**src/rtl/bmap_pkg.sv**
```systemverilog
package bmap_pkg;
    typedef enum logic [1:0] {
        SEL_ROM  = 2'd0,
        SEL_RAM  = 2'd1,
        SEL_ZERO = 2'd2,
        SEL_OPEN = 2'd3
    } rd_sel_e;

    typedef enum logic [2:0] {
        RG_ENABLE,
        RG_ROMBANK,
        RG_RAMSEL,
        RG_LATCH,
        RG_XRAM,
        RG_NONE
    } region_e;
endpackage

```
**src/rtl/bmap_decode.sv**
```systemverilog
module bmap_decode
    import bmap_pkg::*;
#(
    parameter int ADDR_W = 16
) (
    input  logic [ADDR_W-1:0] addr,
    output region_e           region,
    output logic              rom_area
);
    localparam int TOP = ADDR_W - 1;

    always_comb begin
        rom_area = ~addr[TOP];
        unique case (addr[TOP -: 3])
            3'b000:  region = RG_ENABLE;
            3'b001:  region = RG_ROMBANK;
            3'b010:  region = RG_RAMSEL;
            3'b011:  region = RG_LATCH;
            3'b101:  region = RG_XRAM;
            default: region = RG_NONE;
        endcase
    end
endmodule

```
**src/rtl/bmap_ctrl.sv**
```systemverilog
module bmap_ctrl
    import bmap_pkg::*;
#(
    parameter int          DATA_W     = 8,
    parameter int          ROM_BANK_W = 7,
    parameter int          RAM_BANK_W = 2,
    parameter logic [7:0]  EN_CODE    = 8'h0A,
    parameter logic [7:0]  DIS_CODE   = 8'h00,
    parameter logic [7:0]  CLK_LO     = 8'h08,
    parameter logic [7:0]  CLK_HI     = 8'h0C
) (
    input  logic                  clk,
    input  logic                  rst_n,
    input  logic                  wr,
    input  region_e               region,
    input  logic [DATA_W-1:0]     wdata,
    output logic                  ram_en,
    output logic                  clk_sel,
    output logic [ROM_BANK_W-1:0] rom_bank,
    output logic [RAM_BANK_W-1:0] ram_bank,
    output logic                  err
);
    localparam int RAM_BANKS = 1 << RAM_BANK_W;
    localparam logic [DATA_W-1:0] RAM_LIMIT = DATA_W'(RAM_BANKS);

    typedef struct packed {
        logic                  ram_en;
        logic                  clk_sel;
        logic [ROM_BANK_W-1:0] rom_bank;
        logic [RAM_BANK_W-1:0] ram_bank;
        logic                  err;
    } ctrl_t;

    ctrl_t st_d, st_q;

    always_comb begin
        st_d     = st_q;
        st_d.err = 1'b0;
        if (wr) begin
            unique case (region)
                RG_ENABLE: begin
                    if (wdata == DATA_W'(EN_CODE))
                        st_d.ram_en = 1'b1;
                    else if (wdata == DATA_W'(DIS_CODE))
                        st_d.ram_en = 1'b0;
                end
                RG_ROMBANK: st_d.rom_bank = wdata[ROM_BANK_W-1:0];
                RG_RAMSEL: begin
                    if (wdata < RAM_LIMIT) begin
                        st_d.ram_bank = wdata[RAM_BANK_W-1:0];
                        st_d.clk_sel  = 1'b0;
                    end else if (wdata >= DATA_W'(CLK_LO) && wdata <= DATA_W'(CLK_HI)) begin
                        st_d.clk_sel  = 1'b1;
                    end else begin
                        st_d.err      = 1'b1;
                    end
                end
                default: ;
            endcase
        end
    end

    always_ff @(posedge clk or negedge rst_n) begin
        if (!rst_n) st_q <= '0;
        else        st_q <= st_d;
    end

    assign ram_en   = st_q.ram_en;
    assign clk_sel  = st_q.clk_sel;
    assign rom_bank = st_q.rom_bank;
    assign ram_bank = st_q.ram_bank;
    assign err      = st_q.err;
endmodule

```
**src/rtl/bmap_xlate.sv**
```systemverilog
module bmap_xlate
    import bmap_pkg::*;
#(
    parameter int ADDR_W     = 16,
    parameter int ROM_BANK_W = 7,
    parameter int RAM_BANK_W = 2,
    parameter int ROM_WIN_W  = 14,
    parameter int RAM_WIN_W  = 13
) (
    input  logic [ADDR_W-1:0]               addr,
    input  logic                            wr,
    input  region_e                         region,
    input  logic                            rom_area,
    input  logic                            ram_en,
    input  logic                            clk_sel,
    input  logic [ROM_BANK_W-1:0]           rom_bank,
    input  logic [RAM_BANK_W-1:0]           ram_bank,
    output logic [ROM_BANK_W+ROM_WIN_W-1:0] rom_addr,
    output logic [RAM_BANK_W+RAM_WIN_W-1:0] ram_addr,
    output logic                            ram_ce,
    output logic                            ram_we,
    output rd_sel_e                         rd_sel
);
    logic upper_win;
    logic xram_hit;

    always_comb begin
        upper_win = rom_area & addr[ROM_WIN_W];
        xram_hit  = (region == RG_XRAM);

        rom_addr  = {(upper_win ? rom_bank : '0), addr[ROM_WIN_W-1:0]};
        ram_addr  = {ram_bank, addr[RAM_WIN_W-1:0]};

        ram_ce    = xram_hit & ram_en & ~clk_sel;
        ram_we    = ram_ce & wr;

        if (rom_area)      rd_sel = SEL_ROM;
        else if (!xram_hit) rd_sel = SEL_OPEN;
        else if (!ram_en)  rd_sel = SEL_OPEN;
        else if (clk_sel)  rd_sel = SEL_ZERO;
        else               rd_sel = SEL_RAM;
    end
endmodule

```
**src/rtl/bank_mapper.sv**
```systemverilog
module bank_mapper
    import bmap_pkg::*;
#(
    parameter int ADDR_W     = 16,
    parameter int DATA_W     = 8,
    parameter int ROM_BANK_W = 7,
    parameter int RAM_BANK_W = 2,
    parameter int ROM_WIN_W  = 14,
    parameter int RAM_WIN_W  = 13,
    localparam int ROM_A_W   = ROM_BANK_W + ROM_WIN_W,
    localparam int RAM_A_W   = RAM_BANK_W + RAM_WIN_W
) (
    input  logic               clk,
    input  logic               rst_n,
    input  logic [ADDR_W-1:0]  cpu_addr,
    input  logic [DATA_W-1:0]  cpu_wdata,
    input  logic               cpu_wr,
    output logic [ROM_A_W-1:0] rom_addr,
    output logic [RAM_A_W-1:0] ram_addr,
    output logic               ram_ce,
    output logic               ram_we,
    output logic [1:0]         rd_sel,
    output logic               sel_err
);
    region_e                region;
    logic                   rom_area;
    logic                   ram_en;
    logic                   clk_sel;
    logic [ROM_BANK_W-1:0]  rom_bank;
    logic [RAM_BANK_W-1:0]  ram_bank;
    rd_sel_e                sel_e;

    bmap_decode #(.ADDR_W(ADDR_W)) u_decode (
        .addr     (cpu_addr),
        .region   (region),
        .rom_area (rom_area)
    );

    bmap_ctrl #(
        .DATA_W     (DATA_W),
        .ROM_BANK_W (ROM_BANK_W),
        .RAM_BANK_W (RAM_BANK_W)
    ) u_ctrl (
        .clk      (clk),
        .rst_n    (rst_n),
        .wr       (cpu_wr),
        .region   (region),
        .wdata    (cpu_wdata),
        .ram_en   (ram_en),
        .clk_sel  (clk_sel),
        .rom_bank (rom_bank),
        .ram_bank (ram_bank),
        .err      (sel_err)
    );

    bmap_xlate #(
        .ADDR_W     (ADDR_W),
        .ROM_BANK_W (ROM_BANK_W),
        .RAM_BANK_W (RAM_BANK_W),
        .ROM_WIN_W  (ROM_WIN_W),
        .RAM_WIN_W  (RAM_WIN_W)
    ) u_xlate (
        .addr     (cpu_addr),
        .wr       (cpu_wr),
        .region   (region),
        .rom_area (rom_area),
        .ram_en   (ram_en),
        .clk_sel  (clk_sel),
        .rom_bank (rom_bank),
        .ram_bank (ram_bank),
        .rom_addr (rom_addr),
        .ram_addr (ram_addr),
        .ram_ce   (ram_ce),
        .ram_we   (ram_we),
        .rd_sel   (sel_e)
    );

    assign rd_sel = sel_e;
endmodule

```
**config.mk**
```make
export PLATFORM = sky130hd
export DESIGN_NAME = bank_mapper
export DESIGN_NICKNAME = d
export VERILOG_FILES = /design/src/rtl/bmap_pkg.sv /design/src/rtl/bmap_decode.sv /design/src/rtl/bmap_ctrl.sv /design/src/rtl/bmap_xlate.sv /design/src/rtl/bank_mapper.sv
export SDC_FILE = /design/constraint.sdc
export NUM_CORES = 1
export LEC_CHECK = 0
export CAP_MARGIN = 20
export CORE_MARGIN = 3
export CORE_UTILIZATION = 54
export CTS_CLUSTER_DIAMETER = 120
export DETAILED_ROUTE_END_ITERATION = 10
export DONT_BUFFER_PORTS = 1
export GPL_TIMING_DRIVEN = 1
export PLACE_DENSITY_LB_ADDON = 0.2
export SLEW_MARGIN = 20
export SYNTH_ARGS = -nofsm -noshare
export SYNTH_HDL_FRONTEND = slang
export SYNTH_SLANG_ARGS = --single-unit
```
**constraint.sdc**
```tcl
create_clock -name clk -period 0.8 [get_ports clk]
set_clock_uncertainty 0.05 [all_clocks]
set_input_delay 0.08 -clock clk [delete_from_list [all_inputs] [get_ports clk]]
set_output_delay 0.08 -clock clk [all_outputs]
set_load 0.005 [all_outputs]
```
==> results of run 1 <==
==> worst max path at each step <==
stage                             start                  to  slack (ns)  depth (start not counted)
after detailed placement   cpu_addr[15]  u_ctrl.rom_bank[0]       -0.25                          3
after global routing      u_ctrl.ram_en              ram_we       -0.60                          3
after global placement     cpu_addr[15]  u_ctrl.rom_bank[5]       -0.24                          3
after CTS                 u_ctrl.ram_en              ram_we       -0.52                          3
after floorplan            cpu_wdata[7]  u_ctrl.ram_bank[0]       -0.24                          3
final                     u_ctrl.ram_en              ram_we       -0.50                          3
==> timing repair <==
item / in CTS / in global routing
endpoints found under the setup margin: 24 / 26
pin swaps: 1 / 2
endpoints found under the hold margin: 24 / 3
resized for setup: 16 / 11
setup buffers: 2 / 4
cloned: 0 / 0
==> cell type report <==
type / count / area [µm²] / share of cell area
Clock buffer: 4 / 36.3 / 0.0356
Inverter: 4 / 15.0 / 0.0147
Multi-Input combinational cell: 37 / 424 / 0.416
Sequential cell: 12 / 300 / 0.294
Tap cell: 15 / 18.8 / 0.0184
Timing Repair Buffer: 22 / 225 / 0.221
==> layout by cell type, fill, tap and decap left out, types with 2 or more instances in the layout <==
master           n
dfrtp_1         12
buf_6           10
mux2_4           9
and2_4           7
dlygate4sd3_1    5
buf_4            5
inv_1            4
nor2b_1          3
clkbuf_4         3
nor4_4           2
dlymetal6s4s_1   2
==> sequential cells by signal, summed over array words and instances (netlist names) <==
register and count:
u_ctrl.clk_sel 1, u_ctrl.err 1, u_ctrl.ram_bank 2, u_ctrl.ram_en 1, u_ctrl.rom_bank 7
==> critical path, cell delays in order, from the launching register on <==
cell      delay [ns]
dfrtp_1         0.35
nand3b_1        0.12
nor3b_2         0.24
and2_1          0.19
==> per-stage QoR <==
step	hold WS, ns	instance area [µm²]	setup WS (ns)	total power [mW]
global route	-0.112	1020	-0.604	1.68
global placement	-0.265	758	-0.241	0.940
floorplan	-0.266	876	-0.239	1.01
CTS	-0.105	935	-0.523	1.56
detailed placement	-0.265	758	-0.254	0.951
finish	-0.0956	1020	-0.500	1.61
==> routing by layer <==
| metal | routed length (µm) | up-vias |
|---|---|---|
| met5 | 0 | - |
| met4 | 14 | 0 |
| met3 | 209 | 4 |
| met2 | 893 | 33 |
| met1 | 643 | 268 |
| li1 | - | 245 |
==> cell usage after synthesis, drive strengths merged, types with 2 or more instances <==
| master | number | area [µm²] |
|---|---|---|
| nor4 | 2 | 27.5 |
| and2 | 8 | 50.1 |
| buf | 28 | 208 |
| dfrtp | 12 | 300 |
| inv | 4 | 15.0 |
| mux2 | 9 | 101 |
| nor2b | 3 | 18.8 |
==> power by group <==
group | internal [mW] | total [mW] | leakage, nW | switching [mW]
combinational | 0.284 | 0.391 | 0.307 | 0.107
sequential | 0.689 | 0.743 | 0.153 | 0.0547
clock | 0.277 | 0.478 | 0.0210 | 0.201
total | 1.25 | 1.61 | 0.481 | 0.363
==> kinds of logic after synthesis <==
kind of cell / Yosys count
buf+inv: 32
simple gates: 20
flops: 12
mux: 9
compound gates: 8
==> results.yml, run 1 <==
global_route:
  grt_pass1_vias: 514
  gr-usage-met3: 0.0949
  grt_busiest_layer: "met2"
  antenna_found_initial: 0
  grt_util_met2: 0.270
  grt_pass1_wl_um: 2400
  overflow: 0
  track_usage: 0.169
  grt_max_degree: 13
  grt_util_met1: 0.183
worst_setup_path:
  cp_max_fo: 3
  reg2reg_to: "u_ctrl.clk_sel"
  r2r_start: "u_ctrl.clk_sel"
  arrival_ns: 1.17
  ff2ff_path_depth: 3
  rrSetupSlack_ns: -0.20
  path_class: "flop to primary output"
  cp-end-kind: "primary output"
  required_ns: 0.67
  worstSetupStartpointType: "flop"
logic_synthesis:
  synth-seq-cells: 12
  synthMuxAreaShare: 0.120
  ys_seq_area_frac: 0.357
  yosys_warnings: 0
  synth-simple-area-share: 0.183
  syn_inst: 81
  synth_ff_type: "dfrtp_1"
  synth_area_um2: 842
  post_synth_xor_area_fraction: 0
  syn_area_per_cell_um2: 10.4
  synth_top_family_by_area: "buffers and inverters"
  synth-async-reset-ratio: 1.00
  synth_nets: 108
  synth_edf_count: 0
  synth-compound-area-share: 0.0758
  synth_fa_ha_area_frac: 0
  synth.distinct_cells: 25
min_path:
  hold_path_class: "primary input to flop"
  whs_path_depth: 1
  min_to: "u_ctrl.ram_bank[0]"
  hp-start: "cpu_wdata[0]"
drt:
  via_per_inst: 5.85
  wl_per_cell_um: 18.7
  vias: 550
  first_pass_iters: 4
  finalWirelength_um: 1760
  post-route-drc-count: 0
  drt.antenna.violating_nets: 0
  drtIter0Drc: 5
clock_network:
  clkTransAtPathRegs_ns: 0.07
  clockBufferDepth: 2
  hold_buffers: 7
  clock_sinks: 12
  clk_latency_ns: 0.27
  cts_made_buffers: 3
  htreeDepth: 1
  clockRootBuffer: "clkbuf_4"
  cts_tree: "done"
timing:
  drv_slew: 0
  hold_viol: 4
  fin_crit_ns: 1.30
  period_share: 1.62
  slew_headroom: 0.637
  rsz0062_at_grt: "true"
  whs_ns: -0.0956
  finalSetupTns_ns: -4.14
  worst_pin_slew_ns: 0.542
  fmax_mhz: 769
  final-setup-viol-count: 24
  setup_slack_ns: -0.500
power_and_ir_drop:
  leakage_nw: 0.481
  powerDensity_nw_per_um2: 1580
  peakVddDrop_uv: 1260
finish:
  fin_cells: 94
  fin_nets: 107
  syn2layout_area_growth_pct: 21.1
  nFillCells: 82
  drive_above_1_share: 0.570
  utilization: 0.738
  num_antenna_cells: 0
die:
  num_rows: 13
  io_pins: 68
  fp.dieH_um: 45.5
  dieArea_um2: 2070
  die_x_um: 45.5
  core_region_area_um2: 1380
  start_util: 0.609
run_status:
  status: "complete, but fails checks"
  failed_checks: "negative hold slack, negative setup slack"
placement:
  dp.cells: 77
  hpwl_um: 1150
  place.gp.congestion: 0.754
  port_buffers: 0
job:
  drv_cap: 0
(Power assumes the default switching activity.)
==> inputs of run 2 (changes only) <==
--- a/config.mk
+++ b/config.mk
@@ -17,3 +17,4 @@
 export SYNTH_ARGS = -nofsm -noshare
 export SYNTH_HDL_FRONTEND = slang
 export SYNTH_SLANG_ARGS = --single-unit
+export TNS_END_PERCENT = 30
==> results.yml, run 2 (synthesis results as in run 1) <==
clock_network:
  hold_buffers: 8
  cts_tree: "done"
  htreeDepth: 1
  clockRootBuffer: "clkbuf_4"
  cts_made_buffers: 3
  clkTransAtPathRegs_ns: 0.08
  clk_latency_ns: 0.27
  clock_sinks: 12
  clockBufferDepth: 2
power_and_ir_drop:
  pwr-share-clk: 0.329
  seqPwrFrac: 0.497
  peakVddDrop_uv: 1030
  p_sw_uw: 344
  powerDensity_nw_per_um2: 1600
  p_int_mw: 1.13
  leakage_nw: 0.447
  power_mw: 1.48
  combPwrFrac: 0.174
  swShare: 0.233
finish:
  drive_above_1_share: 0.521
  utilization: 0.666
  fin_nets: 101
  num_antenna_cells: 0
  final_common_cell: "dfrtp_1"
  layout_common_cells: "dfrtp_1, and2_4, buf_4, mux2_2"
  syn2layout_area_growth_pct: 9.36
  final_cell_area_um2: 921
  largest_register_ffs: 7
worst_setup_path:
  required_ns: 0.67
  cp-end-kind: "primary output"
  crit_chain: "nand3b_1 -> nor3b_2 -> and2_1"
  path_class: "flop to primary output"
  arrival_ns: 1.16
  slowest_stage: "dfrtp_1"
  worstSetupStartpointType: "flop"
  cp_max_fo: 3
  cpPeakStageDelay_ns: 0.36
timing:
  drv_slew: 0
  hold_viol: 2
  setup_slack_ns: -0.493
  period_share: 1.62
  rsz0062_at_grt: "true"
  slew_headroom: 0.635
  final-setup-viol-count: 21
  fmax_mhz: 774
  worst_pin_slew_ns: 0.545
  whs_ns: -0.0223
  fin_crit_ns: 1.29
drt:
  wl_per_cell_um: 20.1
  first_pass_iters: 4
  drt.antenna.violating_nets: 0
  vias: 531
  post-route-drc-count: 0
  via_per_inst: 6.03
  drtIter0Drc: 8
  finalWirelength_um: 1770
placement:
  port_buffers: 0
  postPlaceCellArea_um2: 714
  place_ws_ns: -0.269
  hpwl_um: 1200
  place.gp.congestion: 0.720
die:
  die_x_um: 45.5
  dieArea_um2: 2070
  start_util: 0.609
  io_pins: 68
  core_region_area_um2: 1380
  fp.dieH_um: 45.5
  num_rows: 13
run_status:
  status: "complete, but fails checks"
  failed_checks: "negative hold slack, negative setup slack"
global_route:
  grt_pass1_vias: 540
  track_usage: 0.173
  grt_pass1_wl_um: 2530
  grt_max_degree: 13
  antenna_found_initial: 0
  overflow: 0
min_path:
  hold_path_class: "primary input to flop"
job:
  drv_cap: 0
==> run 2: critical path: cells and delay by family (launching register included) <==
family | cells | cell delay [ns]
and+or+nand+nor | 3 | 0.53
DFF | 1 | 0.36
==> run 2: path summary, 6_finish.rpt <==
path	startpoint	end	slack, ns	depth (start not counted)
setup / recovery	u_ctrl.ram_en	ram_we	-0.49	3
hold / removal	cpu_addr[15]	u_ctrl.ram_en	-0.02	3
setup reg to reg	u_ctrl.ram_en	u_ctrl.ram_en	-0.14	4
hold reg to reg	u_ctrl.rom_bank[5]	u_ctrl.rom_bank[5]	0.46	1
max in group asynchronous	rst_n	u_ctrl.rom_bank[2]	0.16	1
min in group asynchronous	rst_n	u_ctrl.clk_sel	0.17	1
==> run 2: cell type report <==
cell class                 instances  area, µm²
clock buffer                       4       36.3
timing repair buffer              16        154
fill                             102        462
tap                               15       18.8
multi-input combinational         37        397
sequential                        12        300
inverter                           4       15.0
==> run 2: repair_timing <==
action                     CTS  global route
gates resized for setup      9            12
pin swaps                    0             1
buffers inserted             0             1
setup endpoints to repair   20            26
hold endpoints to repair    24             1
==> run 2: metrics by stage <==
step | instances | setup TNS [ns]
after global placement | 75 | -3.08
after detailed placement | 75 | -3.18
final | 88 | -3.23
after floorplan | 81 | -2.36
after global routing | 88 | -4.06
after CTS | 87 | -3.83
==> run 2: routing by layer <==
metal | wire length [µm] | track usage | vias up
li1 | - | - | 230
met1 | 684 | 0.202 | 267
met2 | 913 | 0.276 | 21
met3 | 132 | 0.0395 | 13
met4 | 43 | 0.117 | 0
met5 | 0 | 0 | -
==> run 2: power groups by stage <==
stage / Combinational (mW) / Sequential, mW / Clock (mW)
after detailed placement: 0.165 / 0.738 / 0
final: 0.256 / 0.734 / 0.486
after global placement: 0.159 / 0.736 / 0
after floorplan: 0.248 / 0.724 / 0
after CTS: 0.241 / 0.732 / 0.499
after global routing: 0.277 / 0.744 / 0.522
==> inputs of run 3 (changes only) <==
--- a/config.mk
+++ b/config.mk
@@ -12,6 +12,7 @@
 export DETAILED_ROUTE_END_ITERATION = 10
 export DONT_BUFFER_PORTS = 1
 export GPL_TIMING_DRIVEN = 1
+export MAX_ROUTING_LAYER = met4
 export PLACE_DENSITY_LB_ADDON = 0.2
 export SLEW_MARGIN = 20
 export SYNTH_ARGS = -nofsm -noshare
==> results.yml, run 3 (synthesis results as in run 1) <==
run_status:
  status: "complete, but fails checks"
  failed_checks: "negative hold slack, negative setup slack"
worst_setup_path:
  arrival_ns: 1.16
  cp_max_fo: 3
  required_ns: 0.67
  worstSetupStartpointType: "flop"
  path_class: "flop to primary output"
  cpPeakStageDelay_ns: 0.36
  slowest_stage: "dfrtp_1"
  r2r_start: "u_ctrl.ram_en"
  rrSetupSlack_ns: -0.14
  reg2reg_to: "u_ctrl.ram_en"
  cp-end-kind: "primary output"
  ff2ff_path_depth: 4
  crit_chain: "nand3b_1 -> nor3b_2 -> and2_1"
min_path:
  hold_path_class: "primary input to flop"
  hp-start: "cpu_addr[15]"
  min_to: "u_ctrl.ram_en"
  whs_path_depth: 3
clock_network:
  cts_tree: "done"
  clock_sinks: 12
  hold_buffers: 8
  htreeDepth: 1
  clk_latency_ns: 0.27
  clockBufferDepth: 2
  clockRootBuffer: "clkbuf_4"
  clkTransAtPathRegs_ns: 0.08
  cts_made_buffers: 3
drt:
  wl_per_cell_um: 20.1
  finalWirelength_um: 1770
  drt.antenna.violating_nets: 0
  drtIter0Drc: 8
  post-route-drc-count: 0
  vias: 532
  via_per_inst: 6.05
  first_pass_iters: 4
power_and_ir_drop:
  combPwrFrac: 0.174
  leakage_nw: 0.447
  pwr-share-clk: 0.329
  p_int_mw: 1.13
  p_sw_uw: 345
  swShare: 0.233
  seqPwrFrac: 0.497
  powerDensity_nw_per_um2: 1600
  peakVddDrop_uv: 1030
timing:
  fin_crit_ns: 1.29
  slew_headroom: 0.635
  drv_slew: 0
  fmax_mhz: 774
  worst_pin_slew_ns: 0.545
  setup_slack_ns: -0.493
  hold_viol: 2
  period_share: 1.62
  whs_ns: -0.0224
  rsz0062_at_grt: "true"
  final-setup-viol-count: 21
placement:
  place.gp.congestion: 0.728
  postPlaceCellArea_um2: 714
  port_buffers: 0
  dp.cells: 75
  hpwl_um: 1200
global_route:
  overflow: 0
  grt_max_degree: 13
  grt_pass1_wl_um: 2530
  track_usage: 0.178
  grt_pass1_vias: 538
  antenna_found_initial: 0
die:
  io_pins: 68
  core_region_area_um2: 1380
  num_rows: 13
  dieArea_um2: 2070
  die_x_um: 45.5
  fp.dieH_um: 45.5
  start_util: 0.609
finish:
  largest_register_ffs: 7
  fin_nets: 101
  drive_above_1_share: 0.521
  fin_cells: 88
  syn2layout_area_growth_pct: 9.36
  final_common_cell: "dfrtp_1"
  layout_common_cells: "dfrtp_1, and2_4, buf_4, mux2_2"
  final_cell_area_um2: 921
  num_antenna_cells: 0
  nFillCells: 102
job:
  drv_cap: 0
run 3: metrics by stage:
| stage | power [mW] | setup WS [ns] | util | TNS, ns |
|---|---|---|---|---|
| floorplan | 0.971 | -0.240 | - | -2.36 |
| global placement | 0.895 | -0.262 | 0.517 | -3.08 |
| detailed placement | 0.903 | -0.269 | 0.517 | -3.18 |
| CTS | 1.47 | -0.492 | 0.619 | -3.83 |
| global route | 1.54 | -0.574 | 0.666 | -4.06 |
| finish | 1.48 | -0.493 | 0.666 | -3.23 |
run 3: layer usage:
layer	share of wire	track usage	up-vias
met5	0	-	-
met4	0.024	0.117	0
met3	0.072	0.0356	14
met2	0.51	0.276	21
met1	0.39	0.205	267
li1	-	-	230
run 3: layout make-up:
type	count	area [µm²]	share of cell area
Inverter	4	15.0	0.0163
Timing Repair Buffer	16	154	0.167
Multi-Input combinational cell	37	397	0.431
Tap cell	15	18.8	0.0204
Sequential cell	12	300	0.326
Clock buffer	4	36.3	0.0394
run 3: timing repair:
action,4_1_cts,5_1_grt
gates resized for setup,9,12
endpoints found under the hold margin,24,1
pin swaps,0,1
endpoints found under the setup margin,20,26
buffers inserted,0,1
run 3: worst max path at each step:
| stage | to | start |
|---|---|---|
| 5_1_grt | ram_we | u_ctrl.ram_en |
| 3_3_place_gp | u_ctrl.rom_bank[1] | cpu_addr[15] |
| 2_1_floorplan | u_ctrl.ram_bank[0] | cpu_wdata[7] |
| 3_5_place_dp | u_ctrl.rom_bank[6] | cpu_addr[15] |
| 4_1_cts | ram_we | u_ctrl.ram_en |
| 6_report | ram_we | u_ctrl.ram_en |
run 3: critical path: cells and delay by family, from the launching register on:
family,cells,cell delay (ns)
DFF,1,0.36
and+or+nand+nor,3,0.53
run 3: power by group through the flow:
stage | sequential (mW) | combinational [mW] | clock [mW]
CTS | 0.732 | 0.241 | 0.499
detailed placement | 0.738 | 0.165 | 0
global placement | 0.736 | 0.159 | 0
finish | 0.734 | 0.256 | 0.486
floorplan | 0.724 | 0.248 | 0
global route | 0.744 | 0.277 | 0.522
